**config.mk**
```make
export PLATFORM = sky130hd
export DESIGN_NAME = bankwin_top
export DESIGN_NICKNAME = d
export VERILOG_FILES = /design/src/rtl/bankwin_pkg.sv /design/src/rtl/bankwin_range_dec.sv /design/src/rtl/bankwin_page_reg.sv /design/src/rtl/bankwin_os_track.sv /design/src/rtl/bankwin_bank_mux.sv /design/src/rtl/bankwin_top.sv
export SDC_FILE = /design/constraint.sdc
export NUM_CORES = 1
export LEC_CHECK = 0
export ABC_CLOCK_PERIOD_IN_PS = 1700
export BUFFER_PORTS_ARGS = -buffer_cell sky130_fd_sc_hd__buf_2
export CAP_MARGIN = 25
export CORE_AREA = 2 2 39 41
export CTS_CLUSTER_SIZE = 14
export DETAILED_ROUTE_END_ITERATION = 8
export DIE_AREA = 0 0 41 43
export GPL_TIMING_DRIVEN = 0
export PLACE_DENSITY = 0.74
export SLEW_MARGIN = 20
export SYNTH_ARGS = -nofsm -noshare
export SYNTH_HDL_FRONTEND = slang
export SYNTH_SLANG_ARGS = --single-unit
```
**constraint.sdc**
```tcl
create_clock -name clk -period 1.7 [get_ports clk]
set_input_delay 0.085 -clock clk [delete_from_list [all_inputs] [get_ports clk]]
set_output_delay 0.085 -clock clk [all_outputs]
set_load 0.02 [all_outputs]
```
**src/rtl/bankwin_pkg.sv**
```systemverilog
package bankwin_pkg;

  // Which source drives the external bank number in a given cycle.
  typedef enum logic [1:0] {
    SRC_NONE = 2'd0,
    SRC_PAGE = 2'd1,
    SRC_OVL  = 2'd2
  } bank_src_e;

endpackage

```
**src/rtl/bankwin_range_dec.sv**
```systemverilog
module bankwin_range_dec #(
  parameter int                ADDR_W = 16,
  parameter logic [ADDR_W-1:0] LO     = '0,
  parameter logic [ADDR_W-1:0] HI     = '1
) (
  input  logic [ADDR_W-1:0] addr,
  output logic              hit
);

  localparam logic [ADDR_W-1:0] ALL_ONES = '1;

  // Pick the cheapest comparison that the bounds allow.
  generate
    if (LO == HI) begin : g_single
      assign hit = (addr == LO);
    end else if (HI == ALL_ONES) begin : g_top
      assign hit = (addr >= LO);
    end else begin : g_span
      assign hit = (addr >= LO) && (addr <= HI);
    end
  endgenerate

endmodule

```
**src/rtl/bankwin_page_reg.sv**
```systemverilog
module bankwin_page_reg #(
  parameter int BANK_W = 8
) (
  input  logic              clk,
  input  logic              rst_n,
  input  logic              wr_en,
  input  logic [BANK_W-1:0] wr_data,
  output logic [BANK_W-1:0] page_q
);

  always_ff @(posedge clk) begin
    if (!rst_n) begin
      page_q <= '0;
    end else if (wr_en) begin
      page_q <= wr_data;
    end
  end

endmodule

```
**src/rtl/bankwin_os_track.sv**
```systemverilog
module bankwin_os_track (
  input  logic clk,
  input  logic rst_n,
  input  logic fetch,
  input  logic in_os,
  output logic os_q,
  output logic os_eff
);

  // Sampled on each opcode fetch and held until the next one.
  always_ff @(posedge clk) begin
    if (!rst_n) begin
      os_q <= 1'b0;
    end else if (fetch) begin
      os_q <= in_os;
    end
  end

  // The fetch cycle uses its own address's region test.
  assign os_eff = fetch ? in_os : os_q;

endmodule

```
**src/rtl/bankwin_bank_mux.sv**
```systemverilog
module bankwin_bank_mux
  import bankwin_pkg::*;
#(
  parameter int                BANK_W   = 8,
  parameter logic [BANK_W-1:0] OVL_BANK = 8'h80
) (
  input  logic              win_hit,
  input  logic              os_eff,
  input  logic [BANK_W-1:0] page_q,
  output logic [BANK_W-1:0] ext_bank
);

  bank_src_e src;

  always_comb begin
    if (!win_hit)    src = SRC_NONE;
    else if (os_eff) src = SRC_OVL;
    else             src = SRC_PAGE;
  end

  always_comb begin
    unique case (src)
      SRC_PAGE: ext_bank = page_q;
      SRC_OVL:  ext_bank = OVL_BANK;
      default:  ext_bank = '0;
    endcase
  end

endmodule

```
**src/rtl/bankwin_top.sv**
```systemverilog
module bankwin_top #(
  parameter int                ADDR_W    = 16,
  parameter int                BANK_W    = 8,
  parameter int                WIN_LOG2  = 14,
  parameter logic [ADDR_W-1:0] WIN_BASE  = 16'h8000,
  parameter logic [ADDR_W-1:0] OS_LO     = 16'hE000,
  parameter logic [ADDR_W-1:0] OS_HI     = 16'hFFFF,
  parameter logic [ADDR_W-1:0] PAGE_ADDR = 16'hFE30,
  parameter logic [BANK_W-1:0] OVL_BANK  = 8'h80
) (
  input  logic              clk,
  input  logic              rst_n,
  input  logic [ADDR_W-1:0] cpu_addr,
  input  logic              cpu_sync,
  input  logic              cpu_rnw,
  input  logic [BANK_W-1:0] cpu_wdata,
  output logic              win_hit,
  output logic [BANK_W-1:0] ext_bank
);

  localparam logic [ADDR_W-1:0] WIN_LAST =
    ADDR_W'(int'(WIN_BASE) + (2 ** WIN_LOG2) - 1);

  logic              os_now;
  logic              page_sel;
  logic              page_wr;
  logic              os_q;
  logic              os_eff;
  logic [BANK_W-1:0] page_q;

  bankwin_range_dec #(.ADDR_W(ADDR_W), .LO(WIN_BASE), .HI(WIN_LAST)) u_win_dec (
    .addr (cpu_addr),
    .hit  (win_hit)
  );

  bankwin_range_dec #(.ADDR_W(ADDR_W), .LO(OS_LO), .HI(OS_HI)) u_os_dec (
    .addr (cpu_addr),
    .hit  (os_now)
  );

  bankwin_range_dec #(.ADDR_W(ADDR_W), .LO(PAGE_ADDR), .HI(PAGE_ADDR)) u_reg_dec (
    .addr (cpu_addr),
    .hit  (page_sel)
  );

  assign page_wr = page_sel && !cpu_rnw;

  bankwin_page_reg #(.BANK_W(BANK_W)) u_page (
    .clk     (clk),
    .rst_n   (rst_n),
    .wr_en   (page_wr),
    .wr_data (cpu_wdata),
    .page_q  (page_q)
  );

  bankwin_os_track u_os (
    .clk    (clk),
    .rst_n  (rst_n),
    .fetch  (cpu_sync),
    .in_os  (os_now),
    .os_q   (os_q),
    .os_eff (os_eff)
  );

  bankwin_bank_mux #(.BANK_W(BANK_W), .OVL_BANK(OVL_BANK)) u_mux (
    .win_hit  (win_hit),
    .os_eff   (os_eff),
    .page_q   (page_q),
    .ext_bank (ext_bank)
  );

endmodule

```
### Yosys cells after proc, flatten, opt, wreduce, memory -nomap -nowiden

Index checks and enable logic that the tools add are counted.

| word-level totals | value |
|---|---|
| bits in registers | 9 |
| input bits | 28 |
| word-level logic and storage cells | 15 |

| cells by class | value |
|---|---|
| magnitude comparators | 3 |
| equality and inequality tests | 3 |
| muxes and demuxes | 4 |
| reduce and logical (&&, ||, !) cells | 3 |

Operators by type and width:

| cell | number |
|---|---|
| 16-bit >= comparator, second input constant | 2 |
| 16-bit == test, second input constant | 1 |
| 16-bit <= comparator, second input constant | 1 |
| 8-bit one-hot mux with 2 select lines | 1 |
| 2-bit two-way mux | 2 |
| 2-bit by 1-bit == test with 1-bit output, second input constant | 1 |
| 2-bit == test, second input constant | 1 |
| 1-bit logical AND | 2 |
| 1-bit zero test | 1 |
| 1-bit two-way mux | 1 |

### Longest topological paths before layout

| depth | value |
|---|---|
| depth after elaboration | 6 |
| depth in mapped cells | 4 |
| gate-level depth less buffers | 4 |

### By module

From an unflattened synthesis, not the netlist that was laid out.

| unflattened totals | value |
|---|---|
| cells, all modules | 44 |
| area total of the unflattened synthesis | 499.2 um^2 |

Modules (own cells, without submodules):

| module | times used | cells an instance | area each (um^2) | sequential area each (um^2) |
|---|---|---|---|---|
| bankwin_page_reg | 1 | 25 | 301.5 | 160.2 |
| bankwin_bank_mux | 1 | 8 | 68.8 | 0.0 |
| bankwin_range_dec at u_reg_dec | 1 | 5 | 51.3 | 0.0 |
| bankwin_os_track | 1 | 3 | 43.8 | 20.0 |
| bankwin_range_dec at u_win_dec | 1 | 1 | 13.8 | 0.0 |
| bankwin_top | 1 | 1 | 13.8 | 0.0 |
| bankwin_range_dec at u_os_dec | 1 | 1 | 6.3 | 0.0 |

### Least setup slack after synthesis

OpenSTA, ideal clock, no wires.

| timing path | value |
|---|---|
| path kind | input -> register |
| from | input cpu_addr[7] |
| to | register u_page.page_q[0] |
| setup time | 72 ps |
| arrival time | 1141 ps |
| path slack | 487 ps |
| stages | 4 |
| cell sequence | nor4b_2 nand3_1 nor4_4 mux2i_1 |

| between the ends | value |
|---|---|
| longest elaborated chain between the ends | 2 |

RTL lines:

| item | RTL line | text |
|---|---|---|
| start, declared | bankwin_top.sv:13 | `input logic [ADDR_W-1:0] cpu_addr,` |
| 16-bit == test | bankwin_range_dec.sv:15 | `assign hit = (addr == LO);` |
| 1-bit logical AND | bankwin_top.sv:46 | `assign page_wr = page_sel && !cpu_rnw;` |
| end signal, assigned | bankwin_page_reg.sv:15 | `page_q <= wr_data;` |
| end, declared | bankwin_page_reg.sv:8 | `output logic [BANK_W-1:0] page_q` |

Every way passes these cells.
A chain may end at the register's enable or synchronous reset.

### Worst setup path in the final report

| timing path | value |
|---|---|
| from | register u_os.os_q |
| to | output ext_bank[0] |

| between the ends | value |
|---|---|
| longest elaborated chain between the ends | 5 |
| elaborated cells on any way between the ends | 6 |
| those cells by class | 2 x eq/ne; 4 x mux |

RTL lines:

| item | RTL line | text |
|---|---|---|
| start, declared | bankwin_os_track.sv:6 | `output logic os_q,` |
| start signal, assigned | bankwin_os_track.sv:15 | `os_q <= in_os;` |
| 1-bit two-way mux * | bankwin_os_track.sv:20 | `assign os_eff = fetch ? in_os : os_q;` |
| 2-bit two-way mux * | bankwin_bank_mux.sv:17 | `else if (os_eff) src = SRC_OVL;` |
| 2-bit two-way mux * | bankwin_bank_mux.sv:16 | `if (!win_hit) src = SRC_NONE;` |
| 2-bit == test or 2-bit by 1-bit == test with 1-bit output (tied branches) | bankwin_bank_mux.sv:22 | `unique case (src)` |
| 8-bit one-hot mux with 2 select lines * | bankwin_bank_mux.sv:22 |  |
| end, declared | bankwin_top.sv:18 | `output logic [BANK_W-1:0] ext_bank` |

Mark *: on every way between the ends. The rest lies on a longest branch, timed or not.

==> results_tabular.tex <==
\begin{tabular}{lr}
\hline
Metric & Value \\
\hline
\multicolumn{2}{l}{\textbf{Floorplanning}} \\
\quad Core region area & about 1400 sq um \\
\quad Number of top-level pins & 37 \\
\quad Total Die Area & 1760 sq um \\
\quad Die Y & 43 microns \\
\quad \# rows & 14 \\
\quad Starting density of the core & 0.346 \\
\quad Die Span X & 41 microns \\
\multicolumn{2}{l}{\textbf{Global route}} \\
\quad Maximum number of pins on one net before global-route repair & 11 \\
\quad Number of antenna violations at the first check in global routing & 0 \\
\quad Number of global-route vias before repair & approximately 470 \\
\quad Global router's overall resource usage & 0.149 \\
\quad First-pass GRT wire length & approximately 1.7 mm \\
\quad Total global routing overflow & 0 \\
\multicolumn{2}{l}{\textbf{Placement}} \\
\quad Setup slack after placement & around 0.15 ns \\
\quad Cell count after placement & 107 \\
\quad Placed instance area & slightly below 700 sq um \\
\quad Global placer's final weighted congestion & roughly 0.63 \\
\quad \# port buffers & 35 \\
\multicolumn{2}{l}{\textbf{Pwr}} \\
\quad Internal power & roughly 330 uW \\
\quad Power share of the combinational group & 0.131 \\
\quad Switching share of power & 0.230 \\
\quad Part of the power in the clock network & 0.378 \\
\quad Max rail drop VDD & between 0.0003 and 0.0004 V \\
\quad Leakage power & about 0.00033 uW \\
\quad NetSw & approximately 99 uW \\
\quad Part of the total power dissipated in sequential elements & 0.491 \\
\quad Power density cells & about 620 nW/um\^{}2 \\
\multicolumn{2}{l}{\textbf{Clocking}} \\
\quad Setup repair bufs after CTS & 0 \\
\quad TritonCTS Sinks & 9 \\
\quad Root Buffer & sky130\_fd\_sc\_hd\_\_clkbuf\_4 \\
\quad Worst-path clk slew & about 0.060 ns \\
\quad Post-cts sizing count & 0 \\
\quad Total number of H-tree levels & 1 \\
\quad Deepest clock path buffer count & 2 \\
\quad Hold\_buf cts & 0 \\
\quad Clock insertion delay at the later pin of the skew report & about 0.26 ns \\
\quad CTS tree & done \\
\quad Total clock buffers created by CTS & 3 \\
\multicolumn{2}{l}{\textbf{Cells and area}} \\
\quad Final standard cell area without fillers & between 700 and 800 sq um \\
\quad Fillers & 145 \\
\quad Post-Layout Cell Count & 111 \\
\quad Area of the multi-input gates & 288 sq um \\
\quad Area used by sequential logic in the layout & approximately 180 sq um \\
\quad Fraction of layout instances using a drive strength above 1 & 0.432 \\
\quad Number of diodes added for antenna fixing & 0 \\
\quad Area growth from synthesis to layout & 46.2\% \\
\quad Number of nets in the finished design & 124 \\
\multicolumn{2}{l}{\textbf{Critical path}} \\
\quad Internal reg-to-reg setup slack & around 0.99 ns \\
\quad Maximum net fanout on the critical path & 7 \\
\quad Destination of the worst register-to-register timing path & u\_os.os\_q\$\_SDFF\_PN0\_ \\
\quad Register-to-Register Path Depth & 3 \\
\quad Crit path capture & ext\_bank[0] \\
\quad Sort of element at the start of the critical path & flip-flop \\
\quad Class of the most critical setup path & reg -> out \\
\quad Endpoint arrival time on the critical path & 1.33 ns \\
\quad Endpoint class of the critical path & output pin \\
\quad Required time of the critical path & roughly 1.6 ns \\
\quad Beginning of the critical path & u\_os.os\_q\$\_SDFF\_PN0\_ \\
\quad Reg-to-reg startpoint & u\_os.os\_q\$\_SDFF\_PN0\_ \\
\multicolumn{2}{l}{\textbf{Drt}} \\
\quad Drt total wl & between 1 and 1.5 mm \\
\quad Drt wl/cell & 10.1 microns \\
\quad Antenna-violating nets left & 0 \\
\quad Vias per Instance & around 4.6 \\
\quad Drt initial violations & 4 \\
\quad DR vias & 516 \\
\quad Residual DRC count & 0 \\
\quad Number of detailed-routing iterations run before antenna repair & 4 \\
\multicolumn{2}{l}{\textbf{Yosys}} \\
\quad Post-Synthesis Net Count & 84 \\
\quad Average instance area after synthesis & about 8.6 sq um \\
\quad Count of cell types in the netlist & 15 \\
\quad Portion of synthesized cell area occupied by the leading cell type & 0.376 \\
\quad Register bit count reported by yosys & 9 \\
\quad Post-synthesis cell type with the largest combined area & sky130\_fd\_sc\_hd\_\_dfxtp\_1 \\
\quad Fraction of the yosys area taken by sequential cells & 0.376 \\
\quad Synthesized area & approximately 480 sq um \\
\quad Yosys warns & 0 \\
\quad Post-synthesis cell count & between 50 and 60 \\
\quad Top cells by area, synth & sky130\_fd\_sc\_hd\_\_dfxtp\_1, sky130\_fd\_sc\_hd\_\_mux2i\_1, sky130\_fd\_sc\_hd\_\_nand2\_1 \\
\multicolumn{2}{l}{\textbf{Timing}} \\
\quad Time the worst path needs with I/O delays and setup & 1.41 ns \\
\quad Final setup margin & 0.288 ns \\
\quad Clock Skews & 0 ns \\
\quad Setup TNS after final layout & 0 ns \\
\quad Endpoints failing hold & 0 \\
\quad Crit share post-route & 0.831 \\
\quad Number of pins exceeding their max-slew limit in the final report & 0 \\
\quad Worst slew pin tran & $\sim$0.67 ns \\
\quad Unrepaired setup endpoints after global routing & false \\
\quad Relative slew slack & 0.551 \\
\quad Number of endpoints failing setup at the final stage & 0 \\
\quad Upper clock frequency limit & $\sim$710 MHz \\
\quad Worst Hold Margin & $\sim$0.066 ns \\
\multicolumn{2}{l}{\textbf{Outcome}} \\
\quad Result of the run & complete, no violations \\
\multicolumn{2}{l}{\textbf{Hold path}} \\
\quad Class of the most critical hold timing path & in -> reg \\
\multicolumn{2}{l}{\textbf{Job}} \\
\quad Number of violations of the max-capacitance limit & 0 \\
\hline
\end{tabular}
registers in the layout, summed over array words and instances, names as in the netlist:
register	cells
u_os.os_q	1
u_page.page_q	8
critical path: stages, from the launching register on:
cell                      delay [ns]
sky130_fd_sc_hd__dfxtp_1        0.29
sky130_fd_sc_hd__nor2b_1        0.14
sky130_fd_sc_hd__nor2_1         0.30
sky130_fd_sc_hd__and2_1         0.19
sky130_fd_sc_hd__buf_2          0.16
layout by cell type, fill, tap and decap left out:
cell type / instances
sky130_fd_sc_hd__clkbuf_4: 3
sky130_fd_sc_hd__inv_1: 1
sky130_fd_sc_hd__dfxtp_1: 9
sky130_fd_sc_hd__nor2_1: 3
sky130_fd_sc_hd__mux2i_1: 8
sky130_fd_sc_hd__nor4_4: 1
sky130_fd_sc_hd__and3_1: 1
sky130_fd_sc_hd__nor4b_2: 2
sky130_fd_sc_hd__nand4_1: 1
sky130_fd_sc_hd__nand3_1: 1
sky130_fd_sc_hd__and2_1: 7
sky130_fd_sc_hd__a21oi_1: 1
sky130_fd_sc_hd__buf_2: 35
sky130_fd_sc_hd__nor2b_1: 2
sky130_fd_sc_hd__nand2b_1: 1
sky130_fd_sc_hd__nand2_1: 16
sky130_fd_sc_hd__clkbuf_1: 3
metrics by stage:
| stage | util | total power (uW) |
|---|---|---|
| floorplan | - | 236 |
| global placement | 0.487 | 272 |
| detailed placement | 0.487 | 274 |
| CTS | 0.506 | 439 |
| global route | 0.506 | 465 |
| finish | 0.506 | 431 |
layer usage:
metal	vias to the layer above	GRT usage	wire, microns
met1	219	0.127	405
met3	2	0.0524	162
met2	31	0.253	547
li1	264	-	-
met4	0	0.120	8
met5	-	0	0
synthesized netlist by cell type, drive strengths merged:
master  instances
a21oi           1
and2            7
and3            1
clkbuf          2
dfxtp           9
inv             1
mux2i           8
nand2          16
nand2b          1
nand3           1
nand4           1
nor2            3
nor2b           2
nor4            1
nor4b           2
power by group through the flow:
stage	Clock (uW)	Combinational, uW	Sequential, uW
after detailed placement	0	57.6	216
after floorplan	0	19.9	216
after global routing	189	64.7	211
after CTS	169	57.9	211
final	163	56.5	211
after global placement	0	56.0	216
logic make-up (layout without fill, tap and decap cells):
group / Yosys count / count (layout) / share of synthesized area
AO/OA/AOI/OAI: 1 / 1 / 0.0104
buffers and inverters: 3 / 42 / 0.0235
flip-flops: 9 / 9 / 0.376
multiplexers: 8 / 8 / 0.167
AND/OR/NAND/NOR: 35 / 35 / 0.423
layout make-up:
cell class | count | share of cell area
sequential | 9 | 0.257
buffer | 2 | 0.0107
clock buffer | 4 | 0.0375
tap | 16 | 0.0286
timing repair buffer | 35 | 0.250
inverter | 1 | 0.00536
multi-input combinational | 44 | 0.411
worst min-delay path by stage:
stage                               endpoint  cells past startpoint          from  slack [ns]
2_1_floorplan  u_page.page_q[0]$_SDFFE_PN0P_                      2  cpu_wdata[0]        0.23
3_3_place_gp   u_page.page_q[3]$_SDFFE_PN0P_                      3  cpu_wdata[3]        0.33
3_5_place_dp   u_page.page_q[5]$_SDFFE_PN0P_                      3  cpu_wdata[5]        0.34
4_1_cts        u_page.page_q[5]$_SDFFE_PN0P_                      3  cpu_wdata[5]        0.06
5_1_grt        u_page.page_q[4]$_SDFFE_PN0P_                      3  cpu_wdata[4]        0.06
6_report       u_page.page_q[0]$_SDFFE_PN0P_                      3  cpu_wdata[0]        0.07
No activity file was read; power rests on OpenSTA's default activity.
